--- src/rtl/sg_pkg.sv ---
package sg_pkg;

    // Per-thread serialization state
    typedef enum logic {
        ARM_IDLE = 1'b0,   // nothing pending
        ARM_WAIT = 1'b1    // next younger instruction must serialize
    } arm_state_t;

    // Class flags of one request
    typedef struct packed {
        logic ser_before;
        logic ser_after;
        logic reg_access;
        logic store_cond;
    } ins_class_t;

endpackage

--- src/rtl/sg_thread_fsm.sv ---
module sg_thread_fsm
    import sg_pkg::*;
#(
    parameter int SEQ_W = 16
) (
    input  logic             clk,
    input  logic             rst_n,
    input  logic             flush,
    input  logic             arm,
    input  logic             consume,
    input  logic [SEQ_W-1:0] arm_seq,
    output logic             armed,
    output logic [SEQ_W-1:0] saved_seq
);

    arm_state_t state_q;
    arm_state_t state_d;

    // Next-state logic: flush wins, then arm/re-arm, then consume
    always_comb begin
        state_d = state_q;
        unique case (state_q)
            ARM_IDLE: begin
                if (flush)
                    state_d = ARM_IDLE;
                else if (arm)
                    state_d = ARM_WAIT;
            end
            ARM_WAIT: begin
                if (flush)
                    state_d = ARM_IDLE;
                else if (arm)
                    state_d = ARM_WAIT;
                else if (consume)
                    state_d = ARM_IDLE;
            end
            default: state_d = ARM_IDLE;
        endcase
    end

    // State register
    always_ff @(posedge clk) begin
        if (!rst_n)
            state_q <= ARM_IDLE;
        else
            state_q <= state_d;
    end

    // Held sequence number of the arming instruction
    always_ff @(posedge clk) begin
        if (!rst_n)
            saved_seq <= '0;
        else if (arm && !flush)
            saved_seq <= arm_seq;
    end

    // Outputs
    always_comb begin
        armed = (state_q == ARM_WAIT);
    end

    p_arm_holds_seq_r4: assert property (@(posedge clk) disable iff (!rst_n)
        (arm && !flush) |=> (state_q == ARM_WAIT && saved_seq == $past(arm_seq)));

    p_flag_persists_r8: assert property (@(posedge clk) disable iff (!rst_n)
        (state_q == ARM_WAIT && !consume && !flush) |=> (state_q == ARM_WAIT));

    p_flush_clears_r9: assert property (@(posedge clk) disable iff (!rst_n)
        flush |=> (state_q == ARM_IDLE));

endmodule

--- src/rtl/sg_decide.sv ---
module sg_decide
    import sg_pkg::*;
#(
    parameter int SEQ_W = 16
) (
    input  logic             valid,
    input  logic             fault,
    input  ins_class_t       cls,
    input  logic [SEQ_W-1:0] seq,
    input  logic [SEQ_W-1:0] oldest_seq,
    input  logic             armed,
    input  logic [SEQ_W-1:0] saved_seq,
    input  logic             ns_active,
    input  logic [SEQ_W-1:0] ns_seq,
    output logic             grant,
    output logic             stall,
    output logic             marked,
    output logic             arm,
    output logic             consume
);

    logic hit_mark;
    logic must_be_oldest;
    logic stall_order;
    logic stall_nonspec;
    logic arms_next;

    always_comb begin
        // a pending flag turns a strictly younger request into serialize-before
        hit_mark       = armed && (seq > saved_seq);
        must_be_oldest = cls.ser_before || cls.reg_access || hit_mark;
        stall_order    = must_be_oldest && (seq != oldest_seq);
        stall_nonspec  = ns_active && (seq > ns_seq);
        arms_next      = cls.store_cond || cls.ser_after;

        if (!valid) begin
            grant = 1'b0;
        end else if (fault) begin
            grant = 1'b1;            // faulted requests skip every rule
        end else begin
            grant = !(stall_order || stall_nonspec);
        end

        stall   = valid && !grant;
        marked  = valid && !fault && hit_mark;
        arm     = grant && !fault && arms_next;
        consume = grant && !fault && hit_mark;
    end

endmodule

--- src/rtl/sg_ctrl_limiter.sv ---
module sg_ctrl_limiter #(
    parameter int LANES = 2
) (
    input  logic             clk,
    input  logic             rst_n,
    input  logic [LANES-1:0] ctrl_req,
    output logic [LANES-1:0] ctrl_grant
);

    // taken[i] is high when some lane below i already requested
    logic [LANES:0] taken;

    assign taken[0] = 1'b0;

    for (genvar i = 0; i < LANES; i++) begin : g_lane
        assign taken[i+1]    = taken[i] || ctrl_req[i];
        assign ctrl_grant[i] = ctrl_req[i] && !taken[i];
    end

    p_one_ctrl_r7: assert property (@(posedge clk) disable iff (!rst_n)
        $onehot0(ctrl_grant));

    p_lane0_wins_r7: assert property (@(posedge clk) disable iff (!rst_n)
        ctrl_req[0] |-> ctrl_grant[0]);

    p_grant_needs_req_r7: assert property (@(posedge clk) disable iff (!rst_n)
        (ctrl_req == '0) |-> (ctrl_grant == '0));

endmodule

--- src/rtl/serial_gate.sv ---
module serial_gate
    import sg_pkg::*;
#(
    parameter int NT    = 2,
    parameter int SEQ_W = 16,
    parameter int LANES = 2,
    localparam int TID_W = (NT > 1) ? $clog2(NT) : 1
) (
    input  logic                clk,
    input  logic                rst_n,
    input  logic                req_valid,
    input  logic [TID_W-1:0]    req_tid,
    input  logic [SEQ_W-1:0]    req_seq,
    input  logic                req_fault,
    input  logic                req_ser_before,
    input  logic                req_ser_after,
    input  logic                req_reg_access,
    input  logic                req_store_cond,
    input  logic [SEQ_W-1:0]    req_oldest_seq,
    input  logic [NT-1:0]       ns_active,
    input  logic [NT*SEQ_W-1:0] ns_seq,
    input  logic [NT-1:0]       thread_flush,
    input  logic [LANES-1:0]    ex_ctrl_req,
    output logic                req_grant,
    output logic                req_stall,
    output logic                req_serialized,
    output logic [LANES-1:0]    ex_ctrl_grant
);

    logic [NT-1:0]            armed_vec;
    logic [NT*SEQ_W-1:0]      saved_vec;
    logic [NT-1:0]            arm_vec;
    logic [NT-1:0]            consume_vec;

    logic                     sel_armed;
    logic [SEQ_W-1:0]         sel_saved;
    logic                     sel_ns_active;
    logic [SEQ_W-1:0]         sel_ns_seq;
    logic                     dec_arm;
    logic                     dec_consume;
    ins_class_t               req_cls;

    assign req_cls = '{ser_before: req_ser_before,
                       ser_after:  req_ser_after,
                       reg_access: req_reg_access,
                       store_cond: req_store_cond};

    // Pick the state of the requesting thread
    always_comb begin
        sel_armed     = 1'b0;
        sel_saved     = '0;
        sel_ns_active = 1'b0;
        sel_ns_seq    = '0;
        for (int t = 0; t < NT; t++) begin
            if (req_tid == TID_W'(t)) begin
                sel_armed     = armed_vec[t];
                sel_saved     = saved_vec[t*SEQ_W +: SEQ_W];
                sel_ns_active = ns_active[t];
                sel_ns_seq    = ns_seq[t*SEQ_W +: SEQ_W];
            end
        end
    end

    sg_decide #(.SEQ_W(SEQ_W)) u_decide (
        .valid      (req_valid),
        .fault      (req_fault),
        .cls        (req_cls),
        .seq        (req_seq),
        .oldest_seq (req_oldest_seq),
        .armed      (sel_armed),
        .saved_seq  (sel_saved),
        .ns_active  (sel_ns_active),
        .ns_seq     (sel_ns_seq),
        .grant      (req_grant),
        .stall      (req_stall),
        .marked     (req_serialized),
        .arm        (dec_arm),
        .consume    (dec_consume)
    );

    // One serialization state machine per hardware thread
    for (genvar t = 0; t < NT; t++) begin : g_thread
        assign arm_vec[t]     = dec_arm     && (req_tid == TID_W'(t));
        assign consume_vec[t] = dec_consume && (req_tid == TID_W'(t));

        sg_thread_fsm #(.SEQ_W(SEQ_W)) u_fsm (
            .clk       (clk),
            .rst_n     (rst_n),
            .flush     (thread_flush[t]),
            .arm       (arm_vec[t]),
            .consume   (consume_vec[t]),
            .arm_seq   (req_seq),
            .armed     (armed_vec[t]),
            .saved_seq (saved_vec[t*SEQ_W +: SEQ_W])
        );
    end

    sg_ctrl_limiter #(.LANES(LANES)) u_ctrl (
        .clk        (clk),
        .rst_n      (rst_n),
        .ctrl_req   (ex_ctrl_req),
        .ctrl_grant (ex_ctrl_grant)
    );

    p_fault_pass_r6: assert property (@(posedge clk) disable iff (!rst_n)
        (req_valid && req_fault) |-> (req_grant && !req_serialized));

    p_oldest_only_r3: assert property (@(posedge clk) disable iff (!rst_n)
        (req_grant && !req_fault && (req_ser_before || req_reg_access || req_serialized))
            |-> (req_seq == req_oldest_seq));

    p_nonspec_hold_r5: assert property (@(posedge clk) disable iff (!rst_n)
        (req_grant && !req_fault && sel_ns_active) |-> (req_seq <= sel_ns_seq));

    p_handshake_r11: assert property (@(posedge clk) disable iff (!rst_n)
        req_valid ? (req_grant != req_stall) : (!req_grant && !req_stall && !req_serialized));

endmodule

--- config.mk ---
export PLATFORM = sky130hd
export DESIGN_NAME = serial_gate
export DESIGN_NICKNAME = d
export VERILOG_FILES = /design/src/rtl/sg_pkg.sv /design/src/rtl/sg_thread_fsm.sv /design/src/rtl/sg_decide.sv /design/src/rtl/sg_ctrl_limiter.sv /design/src/rtl/serial_gate.sv
export SDC_FILE = /design/constraint.sdc
export NUM_CORES = 1
export LEC_CHECK = 0
export ABC_AREA = 1
export CORE_MARGIN = 5
export CORE_UTILIZATION = 30
export CTS_CLUSTER_DIAMETER = 150
export CTS_CLUSTER_SIZE = 10
export DETAILED_ROUTE_END_ITERATION = 10
export HOLD_SLACK_MARGIN = 0.15
export RECOVER_POWER = 50
export SKIP_LAST_GASP = 1
export SYNTH_ARGS = -nofsm -noshare
export SYNTH_HDL_FRONTEND = slang
export SYNTH_SLANG_ARGS = --single-unit
--- constraint.sdc ---
create_clock -name clk -period 4 [get_ports clk]
set_input_delay 1 -clock clk [delete_from_list [all_inputs] [get_ports clk]]
set_output_delay 1 -clock clk [all_outputs]
set_load 0.02 [all_outputs]
==> flow_summary.yaml <==
routing:
  drc_errors: 0
  drt_iter0_drc: 120
  via_per_inst: 4.70
  first_pass_iters: 4
  postRouteAntennaNets: 0
  wirelength_um: 8530
  detailroute.via_count: 2925
  wl_per_cell_um: 13.7
clocking:
  cts.root.buffer_cell: "clkbuf_8"
  h-tree-depth: 2
  cts_sinks: 34
  clkTransAtPathRegs_ps: 80
  clk_path_buf_depth: 2
  cts_buffers: 5
  insertion_delay_ps: 290
  tritoncts: "built"
synthesis:
  synth_flop_cell: "dfxtp_1"
  synth_seq_cells: 34
  synth_edf_count: 0
  synth_top_cells_by_count: "nor2_1 (85), nand2_1 (78), nand3_1 (39)"
  yosysSeqAreaShare_pct: 24.4
  yosysTopAreaCellShare_pct: 24.4
  netlist_instances: 399
  synth_async_sr_flop_share_pct: 0
  synth_warnings: 0
  synthesis.area_sq_mm: 0.00278
  yosysTopAreaCell: "dfxtp_1"
  synth_area_per_cell_sq_um: 6.98
  synth_cell_types: 31
  synth_nets: 510
  yosys-top-cells-area: "dfxtp_1 (24%), ha_1 (14%), nor2_1 (11%)"
  yosysMostFrequentCell: "nor2_1"
timing:
  worstMarginPinSlew_ps: 619
  fin_crit_sh_pct: 97.9
  finClkSkew_ps: 9.75
  relSlewSlack_pct: 58.4
  slew_viol_final: 0
  rsz0062_at_grt: "yes"
  fmax_ghz: 0.255
  hold_viol: 0
  layout_min_cycle_time_ps: 3920
  setup_viol: 0
place:
  portBuffers: 83
  gp_congestion: 0.793
  place_inst: 607
  dp_hpwl_um: 6270
critical_path:
  crit_path_end_kind: "primary output"
  max_stage_delay_ps: 280
  path_max_fanout: 6
  crit_chain: "buf_12 > buf_12 > buf_6 > mux2i_2 > ha_1 > nand2_1 > nor2_2 > nand2_2 > nor2_1 > a21oi_1 > nand2_2 > nand2_2 > nand2_2 > and2_4 > nor2_2 > nor2_2 > buf_6"
  path_common_cell: "nand2_2"
  cp.required_ps: 3000
  worst-setup-path-type: "input port to primary output"
  startpoint_type: "input port"
  worstPathArrival_ps: 2920
  crit_slowest_cell: "ha_1"
floorplanning:
  die_area_sq_mm: 0.0113
  die_y_um: 106
  dieWidth_um: 106
  initial_core_util_pct: 30.4
  core_sq_mm: 0.00915
  num_rows: 35
  io_pins: 84
cells_and_area:
  area_growth_pct: 51.1
  fin_util_pct: 46.0
  antenna_cells: 0
  drive_gt1_share_pct: 14.7
  num-nets-final: 622
  instances_no_fill: 622
outcome:
  status: "finished, final reports clean"
job:
  cap_violations: 0
power:
  power_leakage_nw: 1.96
  combPwrFrac_pct: 33.6
  power_frac_seq_pct: 38.8
  p_per_area_mw_per_mm2: 210
  ir_drop_mv: 0.0989
  p_sw_share_pct: 29.4
  clockPowerShare_pct: 27.6
  switching_power_uw: 260
  p_int_uw: 623
global_route:
  grt_pass1_vias: 2851
  grt_max_degree: 35
  grt_use_total_pct: 14.6
  antenna_found_initial: 0
  grt_overflow: 0
  grt_first_pass_wirelength_um: 13300
worst_hold_path:
  holdCritPathClass: "register to register"
==> flip-flops by register name, summed over array words and instances, names as in the netlist <==
signal                    cells
g_thread.u_fsm.armed          2
g_thread.u_fsm.saved_seq     32
==> cell families after synthesis <==
| group | after synthesis | synth area share, % |
|---|---|---|
| and+or+nand+nor | 217 | 33.6 |
| buffers and inverters | 46 | 7.06 |
| DFF | 34 | 24.4 |
| adders and majority gates | 32 | 14.4 |
| muxes | 30 | 10.8 |
| AOI/OAI and AO/OA | 25 | 4.99 |
| xor gates and xnor gates | 15 | 4.72 |
==> power by group through the flow <==
stage	logic, mW	clock network [mW]	registers, mW
CTS	0.277	0.249	0.342
global placement	0.273	0	0.350
finish	0.297	0.244	0.343
global route	0.330	0.265	0.343
detailed placement	0.277	0	0.350
floorplan	0.130	0	0.350
==> per-stage QoR <==
step	power [mW]	setup TNS, ps	instance area, sq um	setup WS (ps)	hold WS [ps]
floorplan	0.480	0	2790	49.8	432
global placement	0.623	-1080	3930	-487	447
detailed placement	0.627	-1240	3930	-549	458
CTS	0.869	-162	4000	-162	468
global route	0.938	-115	4210	-73.7	496
finish	0.883	0	4210	83.6	470
==> worst paths after layout <==
check	from	end	slack, ps	depth (start not counted)
worst max register to register	g_thread[0].u_fsm.saved_seq[7]$_SDFFE_PN0P_	g_thread[1].u_fsm.saved_seq[7]$_SDFFE_PN0P_	1550	16
worst max-delay path	req_tid	req_grant	80	17
worst min-delay path	g_thread[0].u_fsm.armed$_SDFF_PN0_	g_thread[0].u_fsm.armed$_SDFF_PN0_	470	2
worst min register to register	g_thread[0].u_fsm.armed$_SDFF_PN0_	g_thread[0].u_fsm.armed$_SDFF_PN0_	470	2
==> area by class of cell <==
type	count	area, sq um
fill	932	4940
multi-input combinational	319	1960
timing repair buffer	120	1230
sequential	34	681
tap	111	139
inverter	31	116
clock buffer	5	68.8
clock inverter	2	10.0
==> layer usage <==
layer | track usage [%] | part of all wire [%]
met5 | 0 | 0
met4 | 5.18 | 1.0
met3 | 2.55 | 5.0
met2 | 25.3 | 50
met1 | 18.1 | 44
==> cell usage in the layout, fill, tap and decap left out, drive strengths merged, types with 4 or more instances in the layout <==
| cell type | instances |
|---|---|
| clkinv | 4 |
| clkdlybuf4s50 | 66 |
| dfxtp | 34 |
| inv | 29 |
| buf | 38 |
| nand2 | 79 |
| nand3 | 40 |
| ha | 32 |
| o21ai | 5 |
| nor2 | 89 |
| a21oi | 15 |
| xnor2 | 15 |
| dlymetal6s2s | 12 |
| nand4 | 5 |
| mux2i | 30 |
| clkbuf | 7 |
==> worst max-delay path: cells and delay by family <==
family | cells | cell delay (ps)
buffers and inverters | 4 | 470
AOI/OAI and AO/OA | 1 | 80
and+or+nand+nor | 10 | 940
adders and majority gates | 1 | 280
muxes | 1 | 140
==> timing repair <==
item	CTS	global route
buffers inserted	0	6
gates resized for setup	9	40
cloned	0	2
pin swaps	0	16
hold buffers	0	0
endpoints found under the setup margin	3	3
No activity file was read; power rests on OpenSTA's default activity.
